===== config.mk =====
export PLATFORM = sky130hd
export DESIGN_NAME = bcd_addsub
export DESIGN_NICKNAME = d
export VERILOG_FILES = /design/src/rtl/bcd_pkg.sv /design/src/rtl/bcd_nines.sv /design/src/rtl/bcd_digit_add.sv /design/src/rtl/bcd_chain.sv /design/src/rtl/bcd_addsub.sv
export SDC_FILE = /design/constraint.sdc
export NUM_CORES = 1
export LEC_CHECK = 0
export BUFFER_PORTS_ARGS = -buffer_cell sky130_fd_sc_hd__buf_2
export CORE_MARGIN = 10
export CORE_UTILIZATION = 43
export DETAILED_ROUTE_END_ITERATION = 7
export MAX_ROUTING_LAYER = met4
export PLACE_DENSITY = 0.69
export SLEW_MARGIN = 40
export SYNTH_ARGS = -nofsm -noshare
export SYNTH_HDL_FRONTEND = slang
export SYNTH_SLANG_ARGS = --single-unit
export TNS_END_PERCENT = 50

===== constraint.sdc =====
create_clock -name vclk -period 11.95
set_input_delay 1.7925 -clock vclk [all_inputs]
set_output_delay 1.7925 -clock vclk [all_outputs]
set_load 0.01 [all_outputs]

===== src/rtl/bcd_pkg.sv =====
package bcd_pkg;
  localparam int DIGIT_W = 4;
  typedef logic [DIGIT_W-1:0] digit_t;

  function automatic logic digit_ok(input digit_t d);
    return d <= 4'd9;
  endfunction
endpackage


===== src/rtl/bcd_nines.sv =====
module bcd_nines
  import bcd_pkg::*;
(
  input  digit_t din,
  output digit_t dout
);
  // invert, add ten, drop the carry: gives 9 - din
  assign dout = ~din + 4'd10;

  always_comb begin
    if (digit_ok(din)) begin

      nines_range_chk: assert (digit_ok(dout) && (din + dout == 4'd9));
    end
  end
endmodule


===== src/rtl/bcd_digit_add.sv =====
module bcd_digit_add
  import bcd_pkg::*;
(
  input  digit_t x,
  input  digit_t y,
  input  logic   cin,
  output digit_t sum,
  output logic   cout
);
  logic [DIGIT_W:0] raw;
  logic             fix;

  always_comb begin
    raw  = {1'b0, x} + {1'b0, y} + {{DIGIT_W{1'b0}}, cin};
    fix  = raw > 5'd9;
    sum  = raw[DIGIT_W-1:0] + (fix ? 4'd6 : 4'd0);
    cout = fix;
  end

  always_comb begin
    if (digit_ok(x) && digit_ok(y)) begin

      digit_carry_chk: assert (cout == ((x + y + cin) >= 10));

      digit_valid_chk: assert (digit_ok(sum));
    end
  end
endmodule


===== src/rtl/bcd_chain.sv =====
module bcd_chain
  import bcd_pkg::*;
#(
  parameter int NDIG = 4,
  localparam int W = NDIG*DIGIT_W
) (
  input  logic [W-1:0] x,
  input  logic [W-1:0] y,
  input  logic         cin,
  output logic [W-1:0] sum,
  output logic         cout
);
  logic [NDIG:0] carry;
  assign carry[0] = cin;

  for (genvar i = 0; i < NDIG; i++) begin : g_dig
    bcd_digit_add u_dig (
      .x   (x[i*DIGIT_W +: DIGIT_W]),
      .y   (y[i*DIGIT_W +: DIGIT_W]),
      .cin (carry[i]),
      .sum (sum[i*DIGIT_W +: DIGIT_W]),
      .cout(carry[i+1])
    );
  end

  assign cout = carry[NDIG];
endmodule


===== src/rtl/bcd_addsub.sv =====
module bcd_addsub
  import bcd_pkg::*;
#(
  parameter int NDIG = 4,
  localparam int W = NDIG*DIGIT_W
) (
  input  logic [W-1:0] a,
  input  logic [W-1:0] b,
  input  logic         sub_mode,
  output logic [W-1:0] res,
  output logic         carry_out,
  output logic         negative
);
  logic [W-1:0] b_comp, b_eff;
  logic [W-1:0] sum_plain, sum_eac, sum_mag;
  logic         c_plain, c_eac;
  logic         mag_zero;

  for (genvar i = 0; i < NDIG; i++) begin : g_comp
    bcd_nines u_cb (
      .din (b[i*DIGIT_W +: DIGIT_W]),
      .dout(b_comp[i*DIGIT_W +: DIGIT_W])
    );
    bcd_nines u_cs (
      .din (sum_plain[i*DIGIT_W +: DIGIT_W]),
      .dout(sum_mag[i*DIGIT_W +: DIGIT_W])
    );
  end

  assign b_eff = sub_mode ? b_comp : b;

  // raw sum without carry-in
  bcd_chain #(.NDIG(NDIG)) u_plain (
    .x(a), .y(b_eff), .cin(1'b0), .sum(sum_plain), .cout(c_plain)
  );

  // same sum with the end-around carry already applied
  bcd_chain #(.NDIG(NDIG)) u_eac (
    .x(a), .y(b_eff), .cin(1'b1), .sum(sum_eac), .cout(c_eac)
  );

  always_comb begin
    mag_zero = (sum_mag == '0);
    if (!sub_mode) begin
      res       = sum_plain;
      carry_out = c_plain;
      negative  = 1'b0;
    end else if (c_plain) begin
      res       = sum_eac;
      carry_out = 1'b0;
      negative  = 1'b0;
    end else begin
      res       = sum_mag;
      carry_out = 1'b0;
      negative  = !mag_zero;
    end
  end

  always_comb begin

    sub_no_carry_chk: assert (!(sub_mode && carry_out));

    add_positive_chk: assert (sub_mode || !negative);

    neg_nonzero_chk: assert (!negative || (res != '0));
    if (sub_mode && (a == b)) begin

      equal_zero_chk: assert ((res == '0) && !negative);
    end
    if (sub_mode && c_plain) begin

      eac_carry_chk: assert (c_eac);
    end
  end
endmodule


# Yosys cells after proc, flatten, opt, wreduce, memory -nomap -nowiden
# Index checks and enable logic that the tools add are counted.
# totals
regBits,0
latch_bits,0
ram_bits,0
mem_bits_ro,0
output_inout_bits,18
word_cells,59
n_memories,0
# classes
n_addsub,27
n_mul,0
div_mod_pow,0
magnitude_cmp,8
n_eq_ne,0
shifts,0
mux,14
n_bitwise,8
n_reduce_logical,2
# op_table
cell,count
two-way mux 16 bit,3
> comparator 5 x 4 -> 1 bit (second input constant),8
adder 4 x 3 -> 4 bit,8
adder 4 bit (second input constant),8
NOT 4 bit,8
adder 5 x 1 -> 5 bit,6
two-way mux 3 bit,8
adder 4 x 4 -> 5 bit,4
logical NOT 16 bit,1
adder 5 x 1 -> 5 bit (second input constant),1
two-way mux 1 bit,3
logical NOT 1 bit,1

# Depth between registers and ports, before layout
# Gate-level depths: netlist of run 1.
# logic_depth
ltp_word,19
mapped_depth,43

# By module
# Synthesis of run 1 repeated with hierarchy kept, for this count alone.
# unflattened
cells_unflattened,298
hier_area_um2,2727.6
# by_module_without_submodules
module,n_inst,cells_each,area_each_um2,seq_area_each_um2
bcd_digit_add at u_eac.g_dig[0].u_dig ...,7,21,221.5,0.0
bcd_addsub,1,80,638.1,0.0
bcd_nines,8,6,40.0,0.0
bcd_digit_add at u_plain.g_dig[3].u_dig,1,23,219.0,0.0

# Least setup slack after synthesis of run 1
# No wires, ideal clock.
# synth_path
path_kind,input port to output port
from,input sub_mode
to,output negative
t_arrival_ns,9.186
setup_slack_ns,0.971
stages,41
path_buffers,4
path_cell_list,clkbuf_1 -> buf_1 -> xor2_1 -> ha_1 -> inv_1 -> fa_1 -> xor2_1 -> o21ai_0 -> a21oi_1 -> inv_1 -> ha_1 -> ha_1 -> inv_1 -> a21oi_1 -> o22ai_1 -> a32oi_1 -> ha_1 -> ha_1 -> [... 5 more ...] -> ha_1 -> inv_1 -> nor2_1 -> o22ai_1 -> o22a_1 -> buf_2 -> nand2_2 -> inv_1 -> buf_4 -> ha_1 -> ha_1 -> inv_1 -> ha_1 -> nor4_1 -> nand4_1 -> nor4_1 -> nand3_1 -> o311a_1
# synth_via
elab_chain_len,17
word_cells_on_any_way,32
# synth_rtl
item,line_no,source
from (decl),bcd_addsub.sv:9,"input logic sub_mode,"
two-way mux 16 bit,bcd_addsub.sv:30,assign b_eff = sub_mode ? b_comp : b;
adder 4 x 4 -> 5 bit,bcd_digit_add.sv:14,"raw = {1'b0, x} + {1'b0, y} + {{DIGIT_W{1'b0}}, cin};"
> comparator 5 x 4 -> 1 bit,bcd_digit_add.sv:15,fix = raw > 5'd9;
adder 5 x 1 -> 5 bit,bcd_digit_add.sv:14,
> comparator 5 x 4 -> 1 bit,bcd_digit_add.sv:15,
adder 5 x 1 -> 5 bit,bcd_digit_add.sv:14,
> comparator 5 x 4 -> 1 bit,bcd_digit_add.sv:15,
adder 5 x 1 -> 5 bit,bcd_digit_add.sv:14,
> comparator 5 x 4 -> 1 bit,bcd_digit_add.sv:15,
two-way mux 3 bit,bcd_digit_add.sv:16,sum = raw[DIGIT_W-1:0] + (fix ? 4'd6 : 4'd0);
adder 4 x 3 -> 4 bit,bcd_digit_add.sv:16,
NOT 4 bit,bcd_nines.sv:8,assign dout = ~din + 4'd10;
adder 4 bit,bcd_nines.sv:8,
logical NOT 16 bit,bcd_addsub.sv:43,mag_zero = (sum_mag == '0);
logical NOT 1 bit,bcd_addsub.sv:55,negative = !mag_zero;
two-way mux 1 bit,bcd_addsub.sv:48,end else if (c_plain) begin
two-way mux 1 bit (*),bcd_addsub.sv:44,if (!sub_mode) begin
to (decl),bcd_addsub.sv:12,output logic negative
# Mark *: on every way between the ends. The rest lies on a longest branch, timed or not.

# Final worst setup path of run 1
# Same ends and word-level chain as after synthesis.

==> results of run 1 <==
==> worst min-delay path, delay by kind of cell <==
family	cells	cell delay, ps
buffers and inverters	2	330
and+or+nand+nor	1	130
==> cell usage in the layout, fill, tap and decap left out, types with 5 or more instances in the layout <==
master,Yosys,routed
a21o_1,9,9
a21oi_1,31,31
and3_1,5,5
buf_2,3,51
fa_1,9,9
ha_1,50,49
inv_1,39,39
nand2_1,44,44
nand3_1,14,14
nor2_1,20,20
nor3_1,7,7
o21ai_0,20,20
o22ai_1,10,10
xnor2_1,26,25
xor2_1,11,9
==> final timing paths <==
kind / startpoint / slack, ps / cells past startpoint / end
setup / recovery: sub_mode / 740 / 38 / negative
hold / removal: sub_mode / 4050 / 3 / carry_out
==> kinds of logic after synthesis <==
logic type                 Yosys count  share of synthesized area
muxes                                8                     0.0294
xor gates and xnor gates            41                      0.137
adders and majority gates           59                      0.279
buffers and inverters               55                     0.0792
and+or+nand+nor                    123                      0.219
AOI/OAI and AO/OA                  110                      0.257
==> final cells by class <==
class	count	area, sq um
timing repair buffer	55	285
multi-input combinational	341	2710
fill	634	3220
inverter	39	146
tap	77	96.3
==> synthesized netlist by cell type (3+ instances only) <==
cell,number
ha_1,50
nand2_1,44
inv_1,39
a21oi_1,31
xnor2_1,26
nor2_1,20
o21ai_0,20
nand3_1,14
xor2_1,11
o22ai_1,10
a21o_1,9
fa_1,9
clkbuf_1,7
nor3_1,7
and3_1,5
a211oi_1,4
a31oi_1,4
a32oi_1,4
and2_1,4
mux2_2,4
mux2i_1,4
nor2b_1,4
nor4_1,4
a22oi_1,3
buf_2,3
buf_4,3
nand2b_1,3
nand4_1,3
o22a_1,3
or3_1,3
==> per-stage QoR <==
step / hold slack [ps] / area (sq um) / setup slack, ps / utilization / power (mW)
2_1_floorplan: 3870 / 2890 / 971 / - / 0.464
6_report: 4050 / 3230 / 737 / 0.501 / 0.627
5_1_grt: 4090 / 3230 / -22.9 / 0.501 / 0.710
3_3_place_gp: 4050 / 3190 / 626 / 0.494 / 0.613
3_5_place_dp: 4050 / 3190 / 288 / 0.494 / 0.619
4_1_cts: 4060 / 3190 / 280 / 0.494 / 0.624
==> layer usage <==
metal | up-vias | global-route usage
met5 | - | -
met4 | 0 | 0.0108
met3 | 6 | 0.00675
met2 | 73 | 0.243
met1 | 1371 | 0.198
li1 | 1503 | -
==> report_power, final <==
group / switching, mW / total (mW) / internal (mW)
combinational: 0.357 / 0.627 / 0.271
sequential: 0 / 0 / 0
clock: 0 / 0 / 0
total: 0.357 / 0.627 / 0.271
==> metrics.cfg, run 1 <==
[critical_path]
crit_path_frequent_cell=ha_1
slowest_delay_ps=460
critPathTopFamily=adder cells
cp_num_buf_inv=7
cp_data_arrival_time_ps=9420
start_kind=input port
cp-end-kind=output port
required_ps=10160
crit_fanout=14
cpMaxStageDelayCell=fa_1
criticalPathCategory=input port to output port

[power_and_ir_drop]
power_per_cell_area_nw_per_um2=194
ir_worst_vdd_uv=83.6
leakage_nw=1.56

[worst_hold_path]
min_path_type=input port to output port

[synthesis]
yosysSeqAreaShare=0
synthCells=396
yosys_warnings=0
synth_top_cell_by_area=ha_1
yosys-top-cells-area=ha_1 (22%), xnor2_1 (7.9%), fa_1 (6.2%), nand2_1 (5.7%), a21oi_1 (5.4%)
synth_top_area_share=0.216
synth.distinct_cells=64
synthesis.area_sq_um=2890
synth_nets=488
avgSynthCellArea_sq_um=7.30

[timing]
period_needed_ps=11210
drv_slew=0
worst_slew_pin_slew_ps=537
period_share=0.938
hold_violations=0
fmax_ghz=0.0892
setup-violations-final=0
tns_ps=0
slew_headroom=0.642

[die]
fp.dieArea_sq_um=10400
io_pins=51
core-area_sq_um=6460
die_h_microns=102
die_w_microns=102
initial_core_util=0.448
row_count=29

[drt]
drt-total-wl_microns=7440
via_per_inst=5.77
drcViolationCount=0
routedWlPerCell_microns=14.5
num_vias=2953
maxUsedRoutingLayer=met4
drt_iter0_drc=160
routed-wl-met2_microns=3520
met1_length_microns=3610
firstDrtPassIters=4
antenna_left=0
wl_met3_microns=254

[placement]
port_buffers=51
place_inst=512
dpl.hpwl_microns=6270
gp_congestion=0.925

[layout]
diodes=0
layout-drive-gt1-share=0.182
final_cells=512
nets=529
seq_cells=0
register_area_sq_um=0
syn_to_final_growth_pct=11.9
clockBufferCount=0

[global_route]
antenna_found_initial=0
grt_pass1_vias=2843
grt_overflow_total=0
grt_pass1_wl_microns=12800
grtUsageTotal=0.146
grt_max_degree=26

[status]
outcome=finished clean

[cts]
ctsHoldBuffers=0
cts_resized=0
postCtsSetupBuffers=0

[job]
maxCapViolations=0

Note: power is estimated with default switching activity, not from simulation.
==> inputs of run 2 (changes only) <==
--- a/config.mk
+++ b/config.mk
@@ -5,7 +5,7 @@
 export SDC_FILE = /design/constraint.sdc
 export NUM_CORES = 1
 export LEC_CHECK = 0
-export BUFFER_PORTS_ARGS = -buffer_cell sky130_fd_sc_hd__buf_2
+export BUFFER_PORTS_ARGS = -buffer_cell sky130_fd_sc_hd__clkbuf_2
 export CORE_MARGIN = 10
 export CORE_UTILIZATION = 43
 export DETAILED_ROUTE_END_ITERATION = 7
==> run 2 against run 1 <==
Against the previous run: first-iteration DRC count grew 8.8%; final area is essentially flat; sequential share of layout area is the same; worst setup slack lost 20 ps; flip-flop and latch count is the same; routed wire length grew 0.71%; largest cell class unchanged.
==> metrics.cfg, run 2 (synthesis results as in run 1) <==
[status]
outcome=finished clean

[worst_hold_path]
hp-start=sub_mode
hold_path_depth=3
hold_path_end=carry_out
min_path_type=input port to output port

[job]
maxCapViolations=0

[timing]
slew_headroom=0.625
hold_violations=0
setup-violations-final=0
drv_slew=0
period_share=0.940
hold_ws_ps=4050
fmax_ghz=0.0890
period_needed_ps=11230
worst_slew_pin_slew_ps=563

[layout]
final_common_cell=clkbuf_2
post-route-util=0.501
clockBufferCount=0
seq_cells=0
register_area_sq_um=0
syn_to_final_growth_pct=11.9
diodes=0
nets=529
mostFrequentLayoutCells=clkbuf_2 (51), ha_1 (50), nand2_1 (44)
layout-drive-gt1-share=0.182

[power_and_ir_drop]
power_per_cell_area_nw_per_um2=194
power_mw=0.627
leakage_nw=1.57
ir_worst_vdd_uv=75.4

[critical_path]
criticalPathCategory=input port to output port
start_kind=input port
slowest_delay_ps=460
cp_num_buf_inv=8
cp-end-kind=output port
cpMaxStageDelayCell=fa_1
cp_data_arrival_time_ps=9440
crit_fanout=14
required_ps=10160
critPathTopFamily=adder cells
crit_path_frequent_cell=ha_1

[drt]
drt_iter0_drc=174
firstDrtPassIters=4
via_per_inst=5.73
drt-total-wl_microns=7500
num_vias=2935
antenna_left=0
routedWlPerCell_microns=14.6
drcViolationCount=0

[global_route]
grt_pass1_vias=2812
grt_pass1_wl_microns=12700
grtUsageTotal=0.144
antenna_found_initial=0
grt_overflow_total=0
grt_max_degree=26

[die]
die_h_microns=102
die_w_microns=102
row_count=29
initial_core_util=0.448
core-area_sq_um=6460
io_pins=51
fp.dieArea_sq_um=10400

[placement]
gp_congestion=0.932
dpl.hpwl_microns=6360
port_buffers=51

[cts]
postCtsSetupBuffers=0
ctsHoldBuffers=0
cts_resized=0

## run 2: cell types whose count changed in the layout (fill, tap and decap cells not counted), sizes merged
cell and change:
buf -51, clkbuf +51
## run 2: power by group
part	leakage (nW)	internal (mW)	switching, mW
combinational	1.57	0.270	0.357
clock	0	0	0
sequential	0	0	0
## run 2: final cells by class
type,instances,area [sq um]
Fill cell,642,3220
Inverter,39,146
Multi-Input combinational cell,341,2710
Tap cell,77,96.3
Timing Repair Buffer,55,285
## run 2: per-stage QoR
stage | worst slack (ps) | std cells | TNS (ps) | instance area (sq um)
after floorplan | 971 | 396 | 0 | 2890
after global placement | 611 | 512 | 0 | 3190
after detailed placement | 301 | 512 | 0 | 3190
after CTS | 283 | 512 | 0 | 3190
after global routing | -21.6 | 512 | -21.6 | 3240
final | 717 | 512 | 0 | 3240
## run 2: tightest hold or removal path, delay by kind of cell
kind / cells / cell delay [ps]
and+or+nand+nor: 1 / 90
buffers and inverters: 2 / 370
## run 2: how the worst max path moves through the flow
stage | startpoint | slack (ps) | to | cells past startpoint
finish | sub_mode | 720 | negative | 39
global route | sub_mode | -20 | negative | 39
CTS | sub_mode | 280 | negative | 39
detailed placement | sub_mode | 300 | negative | 39
global placement | sub_mode | 610 | negative | 39
floorplan | sub_mode | 970 | negative | 41
## run 2: per-layer routing
| metal | global-route usage | vias to the layer above | wire, microns |
|---|---|---|---|
| met5 | - | - | 0 |
| met4 | 0.0152 | 0 | 63 |
| met3 | 0.00607 | 6 | 324 |
| met2 | 0.241 | 86 | 3490 |
| met1 | 0.192 | 1338 | 3610 |
| li1 | - | 1505 | - |
